`config.mk`:
```
export PLATFORM = sky130hd
export DESIGN_NAME = pt_walker
export DESIGN_NICKNAME = d
export VERILOG_FILES = /design/src/rtl/pt_walk_pkg.sv /design/src/rtl/pt_entry_addr.sv /design/src/rtl/pt_walk_fsm.sv /design/src/rtl/pt_walker.sv
export SDC_FILE = /design/constraint.sdc
export NUM_CORES = 1
export LEC_CHECK = 0
export BUFFER_PORTS_ARGS = -buffer_cell sky130_fd_sc_hd__buf_2
export CAP_MARGIN = 20
export CELL_PAD_IN_SITES_DETAIL_PLACEMENT = 1
export CELL_PAD_IN_SITES_GLOBAL_PLACEMENT = 1
export CORE_MARGIN = 5
export CORE_UTILIZATION = 32
export DETAILED_ROUTE_END_ITERATION = 6
export PLACE_DENSITY_LB_ADDON = 0.1
export SLEW_MARGIN = 10
export SYNTH_ARGS = -nofsm -noshare
export SYNTH_HDL_FRONTEND = slang
export SYNTH_SLANG_ARGS = --single-unit
```
`constraint.sdc`:
```
create_clock -name clk -period 1.56 [get_ports clk]
set_input_delay 0.156 -clock clk [delete_from_list [all_inputs] [get_ports clk]]
set_output_delay 0.156 -clock clk [all_outputs]
set_load 0.05 [all_outputs]
```
`src/rtl/pt_walk_pkg.sv`:
```
package pt_walk_pkg;

  // Walk sequencing states
  typedef enum logic [2:0] {
    ST_IDLE,
    ST_RD1,
    ST_WT1,
    ST_RD2,
    ST_WT2,
    ST_FIN
  } walk_state_e;

  localparam int LEVELS = 2;

endpackage

```
`src/rtl/pt_entry_addr.sv`:
```
// Byte address of one table entry: table frame base plus scaled index.
module pt_entry_addr #(
  parameter int FRAME_W  = 20,
  parameter int IDX_W    = 10,
  parameter int OFF_W    = 12,
  parameter int ENT_LOG2 = 2
) (
  input  logic [FRAME_W-1:0]       frame_i,
  input  logic [IDX_W-1:0]         idx_i,
  output logic [FRAME_W+OFF_W-1:0] addr_o
);
  localparam int PA_W   = FRAME_W + OFF_W;
  localparam int SCL_W  = IDX_W + ENT_LOG2;

  logic [SCL_W-1:0] scaled;

  assign scaled = {idx_i, {ENT_LOG2{1'b0}}};
  assign addr_o = {frame_i, {OFF_W{1'b0}}} + PA_W'(scaled);

endmodule

```
`src/rtl/pt_walk_fsm.sv`:
```
// Sequencer: issues reads, interprets returned entries, holds the outcome.
module pt_walk_fsm
  import pt_walk_pkg::*;
#(
  parameter int FRAME_W  = 20,
  parameter int ENT_W    = 32,
  parameter int PRES_BIT = 0
) (
  input  logic               clk,
  input  logic               rst,
  input  logic               start_i,
  input  logic               mem_req_ready_i,
  input  logic               mem_rsp_valid_i,
  input  logic [ENT_W-1:0]   mem_rsp_data_i,
  output walk_state_e        state_o,
  output logic [FRAME_W-1:0] table_frame_o,
  output logic [FRAME_W-1:0] leaf_frame_o,
  output logic               fault_o,
  output logic               level_o
);
  walk_state_e        state_q;
  logic [FRAME_W-1:0] table_frame_q;
  logic [FRAME_W-1:0] leaf_frame_q;
  logic               fault_q;
  logic               level_q;
  logic               present;
  logic [FRAME_W-1:0] ent_frame;
  logic               unused_ent_bits;

  assign present         = mem_rsp_data_i[PRES_BIT];
  assign ent_frame       = mem_rsp_data_i[ENT_W-1 -: FRAME_W];
  assign unused_ent_bits = ^mem_rsp_data_i;

  always_ff @(posedge clk) begin
    if (rst) begin
      state_q       <= ST_IDLE;
      table_frame_q <= '0;
      leaf_frame_q  <= '0;
      fault_q       <= 1'b0;
      level_q       <= 1'b0;
    end else begin
      case (state_q)
        ST_IDLE: begin
          if (start_i) begin
            state_q <= ST_RD1;
            fault_q <= 1'b0;
            level_q <= 1'b0;
          end
        end
        ST_RD1: begin
          if (mem_req_ready_i) state_q <= ST_WT1;
        end
        ST_WT1: begin
          if (mem_rsp_valid_i) begin
            if (present) begin
              table_frame_q <= ent_frame;
              state_q       <= ST_RD2;
            end else begin
              fault_q <= 1'b1;
              level_q <= 1'b0;
              state_q <= ST_FIN;
            end
          end
        end
        ST_RD2: begin
          if (mem_req_ready_i) state_q <= ST_WT2;
        end
        ST_WT2: begin
          if (mem_rsp_valid_i) begin
            if (present) begin
              leaf_frame_q <= ent_frame;
            end else begin
              fault_q <= 1'b1;
              level_q <= 1'b1;
            end
            state_q <= ST_FIN;
          end
        end
        ST_FIN:  state_q <= ST_IDLE;
        default: state_q <= ST_IDLE;
      endcase
    end
  end

  assign state_o       = state_q;
  assign table_frame_o = table_frame_q;
  assign leaf_frame_o  = leaf_frame_q;
  assign fault_o       = fault_q;
  assign level_o       = level_q;

endmodule

```
`src/rtl/pt_walker.sv`:
```
module pt_walker
  import pt_walk_pkg::*;
#(
  parameter int IDX_W    = 10,
  parameter int OFF_W    = 12,
  parameter int FRAME_W  = 20,
  parameter int ENT_W    = 32,
  parameter int PRES_BIT = 0
) (
  input  logic                     clk,
  input  logic                     rst,
  input  logic                     req_valid,
  output logic                     req_ready,
  input  logic [LEVELS*IDX_W+OFF_W-1:0] req_vaddr,
  input  logic [FRAME_W-1:0]       req_root,
  output logic                     mem_req_valid,
  input  logic                     mem_req_ready,
  output logic [FRAME_W+OFF_W-1:0] mem_req_addr,
  input  logic                     mem_rsp_valid,
  input  logic [ENT_W-1:0]         mem_rsp_data,
  output logic                     done_valid,
  output logic [FRAME_W+OFF_W-1:0] done_paddr,
  output logic                     done_fault,
  output logic                     done_level
);
  localparam int VA_W     = LEVELS * IDX_W + OFF_W;
  localparam int PA_W     = FRAME_W + OFF_W;
  localparam int ENT_LOG2 = $clog2(ENT_W / 8);

  walk_state_e        state;
  logic [VA_W-1:0]    va_q;
  logic [FRAME_W-1:0] root_q;
  logic [FRAME_W-1:0] table_frame;
  logic [FRAME_W-1:0] leaf_frame;
  logic               accept;

  logic [FRAME_W-1:0] lvl_frame [LEVELS];
  logic [IDX_W-1:0]   lvl_idx   [LEVELS];
  logic [PA_W-1:0]    lvl_addr  [LEVELS];

  assign req_ready = (state == ST_IDLE);
  assign accept    = req_valid && req_ready;

  always_ff @(posedge clk) begin
    if (rst) begin
      va_q   <= '0;
      root_q <= '0;
    end else if (accept) begin
      va_q   <= req_vaddr;
      root_q <= req_root;
    end
  end

  pt_walk_fsm #(
    .FRAME_W (FRAME_W),
    .ENT_W   (ENT_W),
    .PRES_BIT(PRES_BIT)
  ) i_fsm (
    .clk            (clk),
    .rst            (rst),
    .start_i        (accept),
    .mem_req_ready_i(mem_req_ready),
    .mem_rsp_valid_i(mem_rsp_valid),
    .mem_rsp_data_i (mem_rsp_data),
    .state_o        (state),
    .table_frame_o  (table_frame),
    .leaf_frame_o   (leaf_frame),
    .fault_o        (done_fault),
    .level_o        (done_level)
  );

  // One address unit per table level; level 0 uses the captured base.
  for (genvar g = 0; g < LEVELS; g++) begin : g_lvl
    if (g == 0) begin : g_top
      assign lvl_frame[g] = root_q;
    end else begin : g_sub
      assign lvl_frame[g] = table_frame;
    end
    assign lvl_idx[g] = va_q[VA_W-1-g*IDX_W -: IDX_W];

    pt_entry_addr #(
      .FRAME_W (FRAME_W),
      .IDX_W   (IDX_W),
      .OFF_W   (OFF_W),
      .ENT_LOG2(ENT_LOG2)
    ) i_addr (
      .frame_i(lvl_frame[g]),
      .idx_i  (lvl_idx[g]),
      .addr_o (lvl_addr[g])
    );
  end

  assign mem_req_valid = (state == ST_RD1) || (state == ST_RD2);
  assign mem_req_addr  = (state == ST_RD2) ? lvl_addr[1] : lvl_addr[0];
  assign done_valid    = (state == ST_FIN);
  assign done_paddr    = {leaf_frame, va_q[OFF_W-1:0]};

endmodule

```
==> results of run 1 <==
[worst paths after layout]
check                    from               end  slack [ns]  cells after the start
max          i_fsm.state_o[2]  mem_req_addr[21]       -0.28                      5
max reg2reg  i_fsm.state_o[2]          va_q[20]       -0.27                      8
min reg2reg           va_q[9]           va_q[9]        0.46                      2
min              req_vaddr[6]           va_q[6]        0.04                      3
[timing repair]
item,in CTS,in global routing
buffers inserted,1,12
resized for setup,75,138
pin swaps,1,51
gates cloned,2,10
setup endpoints to repair,52,71
[routing by layer]
metal | track usage, % | vias up | part of all wire, % | routed length [µm]
met3 | 3.795 | 15 | 3.6 | 505
met2 | 25.78 | 77 | 49 | 6918
met4 | 5.740 | 0 | 1.3 | 178
li1 | - | 1851 | - | -
met1 | 19.20 | 1856 | 46 | 6395
met5 | 0 | - | 0 | 0
[cells in the mapped netlist, types with 2 or more instances]
| cell | n | share of area (%) |
|---|---|---|
| a21oi_1 | 52 | 6.1 |
| buf_2 | 9 | 1.1 |
| buf_4 | 4 | 0.71 |
| buf_6 | 11 | 2.9 |
| clkbuf_1 | 15 | 1.3 |
| dfxtp_1 | 97 | 46 |
| mux2_1 | 31 | 8.2 |
| mux2i_1 | 40 | 9.4 |
| nand2_1 | 107 | 9.5 |
| nand2b_1 | 64 | 9.4 |
| nand4_1 | 2 | 0.29 |
| nor2_1 | 4 | 0.35 |
| nor3_1 | 2 | 0.24 |
| nor3b_1 | 2 | 0.35 |
| nor4bb_1 | 2 | 0.47 |
[power breakdown]
group	switching [mW]	internal (mW)
registers	0.0702	2.59
logic	0.953	0.696
clock network	0.941	1.28
total	1.96	4.57
[registers in the layout, summed over array words and instances, names as in the netlist]
register,count
root_q,20
i_fsm.leaf_frame_o,20
i_fsm.level_o,1
i_fsm.state_o,3
va_q,32
i_fsm.fault_o,1
i_fsm.table_frame_o,20
[cells by family (layout without fill, tap and decap cells)]
logic type / Yosys count / count (layout) / share of synthesized area (%)
simple gates: 193 / 193 / 22.82
mux: 71 / 71 / 17.66
flops: 97 / 97 / 45.75
other cells: 1 / 2 / 0.08836
compound gates: 59 / 59 / 7.371
buf+inv: 40 / 203 / 6.102
xor+xnor: 1 / 1 / 0.2064
[worst register-to-register path, delay by kind of cell (launching register included)]
family                 cells  cell delay, ns
buffers and inverters      5            0.79
and+or+nand+nor            2            0.54
DFF                        1            0.32
AOI/OAI and AO/OA          1            0.12
[area by class of cell]
class                      count  area [µm²]
inverter                       1       3.754
multi-input combinational    326        2540
sequential                    97        1944
clock buffer                  13       250.2
timing repair buffer         186        1590
clock inverter                 3       40.04
fill                        1471        6549
tap                          176       220.2
==> metrics.cfg, run 1 <==
[cts]
cts_tree = built
clk_path_buf_depth = 2
clk_pin_slew_ns = 0.07
htreeDepth = 3
cts_sinks = 97
root_buffer = clkbuf_16
hold_buffers = 0
insertion_delay_ns = 0.34
cts_buffers = 9

[job]
maxCapViolCount = 0

[placed_design]
dp_cells = 761
hpwl_mm = 8.105
place_area_mm2 = 0.005204
gp_congestion = 0.6832
place_ws_ns = -0.03624
io_buffers = 144

[setup_path]
cp.arrival_ns = 1.69
worstPathCellList = and2b_4 > nand2_8 > buf_12 > mux2_4 > buf_8
critPathRequiredTime_ns = 1.40
critPathSlowestCell = dfxtp_2
critPathMaxFanout = 8
worst-setup-path-type = reg2out
cp_top_family = simple AND/OR/NAND/NOR gates
crit_path_start_kind = register
end_kind = primary output
cp.buffers_inverters = 2
cp_slowest_stage_delay_ns = 0.32

[timing]
post-route-period-util_pct = 118.2
setup_ws_ns = -0.2835
worst_pin_slew_ns = 0.5549
drv_slew = 0
fmax_mhz = 542.5
finalHoldViolations = 0
rsz0062_at_grt = yes
slew_headroom_pct = 62.85
min_period_ns = 1.843
tns_ns = -19.51
hold_slack_ns = 0.04164
setup_viol = 105
finClkSkew_ns = 0.007170

[status]
status = complete, but fails checks
violations = negative setup slack

[die]
die_width_um = 125.2
dieArea_mm2 = 0.01567
rows = 42
design.portCount = 158
die_h_um = 125.2
initial_utilization_pct = 32.30
core_region_area_mm2 = 0.01314

[drt]
vias_per_cell = 4.737
wl_per_cell_um = 17.45
dr.pass1.iters = 4
vias = 3799
drt-total-wl_mm = 14.00
drt_iter0_drc = 197
drc = 0
postRouteAntennaNets = 0

[synth]
synthCells = 462
synthArstFlopShare_pct = 0
ys_types = 35
syn_area_mm2 = 0.004244
synth_ff_type = dfxtp_1
synth_seq_area_share_pct = 45.75
yosysWarnings = 0
syn_avg_cell_area_um2 = 9.186
ys_ff_latch = 97
synth-edff-count = 0

[pwr]
p_leak_nw = 3.017
peakVddDrop_v = 0.0005094
power_density_mw_per_mm2 = 992.2
p_total_mw = 6.538

[grt]
antenna_found_initial = 0
grt_pass1_vias = 3847
grt_pass1_wl_mm = 19.50
grt_max_degree = 69
grt_overflow = 0
grt_usage_pct = 15.39

[layout]
final_cells = 802
n_antenna_cell = 0
syn2layout_area_growth_pct = 55.25
final_cell_mix = buf_2, dfxtp_1, nand2b_1, nand2_1, mux2i_1
final_net_count = 710
postLayoutCoreUtil_pct = 50.15
final_area_mm2 = 0.006589
drive_gt1_share_pct = 51.60
final_common_cell = buf_2

[hold_path]
holdCritPathClass = in2reg

No activity file was read; power rests on OpenSTA's default activity.
==> run 2: changes to the inputs <==
==> constraint.sdc (replaced) <==
create_clock -name clk -period 1.5 [get_ports clk]
set_input_delay 0.15 -clock clk [delete_from_list [all_inputs] [get_ports clk]]
set_output_delay 0.15 -clock clk [all_outputs]
set_load 0.05 [all_outputs]
==> run 2 against run 1 <==
Compared with the run above: first-iteration DRC count decreased by 34%; clock power increased by 13%; count of clock-buffer cells in the layout is 3 lower; hold slack lost 0.0040 ns; highest routed layer unchanged; sequential cell count unchanged; largest cell class unchanged; largest power group unchanged; the run still ends with negative setup slack left; sequential share of layout area increased by 3.6 points; critical path depth unchanged; register-to-register slack improved by 0.20 ns.
==> metrics.cfg, run 2 (synthesis gave the netlist of run 1 again) <==
[status]
status = complete, but fails checks
violations = negative setup slack

[timing]
setup_viol = 82
drv_slew = 0
finalHoldViolations = 0
post-route-period-util_pct = 121.0
setup_ws_ns = -0.3157
finClkSkew_ns = 0.005248
min_period_ns = 1.816
fmax_mhz = 550.7
rsz0062_at_grt = yes

[layout]
nFillCells = 1541
multi_input_area_mm2 = 0.002140
final_net_count = 693
largest_register = va_q
syn2layout_area_growth_pct = 38.18
n_antenna_cell = 0
final_area_mm2 = 0.005864
final_common_cell = buf_2
drive_gt1_share_pct = 36.78
largest_reg_flops = 32
final_cell_mix = buf_2, nand2_1, dfxtp_1, nand2b_1, a21oi_1
seqCellArea_mm2 = 0.001944

[grt]
grt_pass1_vias = 3792
grt_overflow = 0
grt_usage_pct = 15.33
grt_pass1_wl_mm = 19.44
grt_max_degree = 44
antenna_found_initial = 0

[drt]
wl_per_cell_um = 15.23
drc = 0
vias_per_cell = 4.573
postRouteAntennaNets = 0
vias = 3590
drt_iter0_drc = 131
dr.pass1.iters = 4
drt-total-wl_mm = 11.96

[cts]
post_cts_buffers = 0
htreeDepth = 3
insertion_delay_ns = 0.34
root_buffer = clkbuf_16
cts_sinks = 97
clk_pin_slew_ns = 0.07
cts_tree = built
cts_buffers = 9
hold_buffers = 0
clk_path_buf_depth = 2

[die]
core_region_area_mm2 = 0.01314
design.portCount = 158
die_h_um = 125.2
dieArea_mm2 = 0.01567
die_width_um = 125.2
rows = 42
initial_utilization_pct = 32.30

[setup_path]
critPathLaunch = i_fsm.state_o[2]
worst-setup-path-type = reg2out
cp.buffers_inverters = 2
end_kind = primary output
cp_top_family = multiplexers
r2r_start = i_fsm.state_o[0]
worstPathCellList = and2b_4 > nand2_8 > buf_12 > mux2_2 > buf_6
crit_path_start_kind = register
critPathSlowestCell = mux2_2
cp.arrival_ns = 1.67
cp_slowest_stage_delay_ns = 0.36
critPathMaxFanout = 10
critPathRequiredTime_ns = 1.35

[hold_path]
holdCritPathClass = in2reg
holdCritStartpoint = req_vaddr[11]

[pwr]
p_leak_nw = 2.680
power_density_mw_per_mm2 = 1121
peakVddDrop_v = 0.0005076
p_total_mw = 6.572

[placed_design]
hpwl_mm = 8.559
io_buffers = 144
place_area_mm2 = 0.005248
gp_congestion = 0.7370

[job]
maxCapViolCount = 0

-- run 2: cell types whose count changed in the layout (fill, tap and decap cells not counted), sizes merged --
| cell | before | now |
|---|---|---|
| clkbuf | 20 | 12 |
| bufinv | 1 | 2 |
| clkinvlp | 0 | 1 |
| inv | 1 | 2 |
| buf | 179 | 167 |
-- run 2: final timing paths --
| kind | end | slack (ns) | depth (start not counted) |
|---|---|---|---|
| max | mem_req_addr[25] | -0.32 | 5 |
| min | va_q[11] | 0.04 | 3 |
| max reg2reg | root_q[4] | -0.07 | 4 |
| min reg2reg | root_q[12] | 0.45 | 2 |
-- run 2: area by class of cell --
class,count,area share (%)
Clock inverter,6,1.536
Timing Repair Buffer,169,20.93
Tap cell,176,3.755
Sequential cell,97,33.16
Multi-Input combinational cell,326,36.48
Clock buffer,10,4.075
Inverter,1,0.06401
-- run 2: power by group --
part / leakage, nW / switching (mW) / internal (mW)
clock: 0.159 / 1.02 / 1.51
sequential: 0.791 / 0.0607 / 2.70
combinational: 1.73 / 0.784 / 0.500
total: 2.68 / 1.86 / 4.71
-- run 2: timing repair --
action / CTS / global route
pin swaps: 1 / 0
cloned: 1 / 1
resized for setup: 70 / 6
endpoints found under the setup margin: 83 / 104
-- run 2: layer usage --
metal | track usage, % | vias to the layer above | routed length [µm]
li1 | - | 1805 | -
met1 | 19.20 | 1689 | 5353
met2 | 25.37 | 84 | 5786
met3 | 3.923 | 12 | 624
met4 | 5.931 | 0 | 192
met5 | 0 | - | 0
-- run 2: worst reg2reg max path, cell delays in order, from the launching register on --
cell     delay (ns)
dfxtp_2        0.33
or4b_2         0.75
buf_8          0.21
nand2_1        0.09
a21oi_1        0.07
-- run 2: metrics by stage --
step	TNS (ns)	cells	hold WS [ns]	utilization, %	worst slack [ns]
5_1_grt	-16.21	785	0.03413	44.64	-0.3726
3_3_place_gp	-2.163	767	0.3918	39.94	-0.06384
4_1_cts	-13.14	784	0.02337	44.37	-0.3433
6_report	-11.51	785	0.03762	44.64	-0.3157
2_1_floorplan	-1.293	463	0.2860	-	-0.1135
3_5_place_dp	-4.323	767	0.3980	39.94	-0.1171
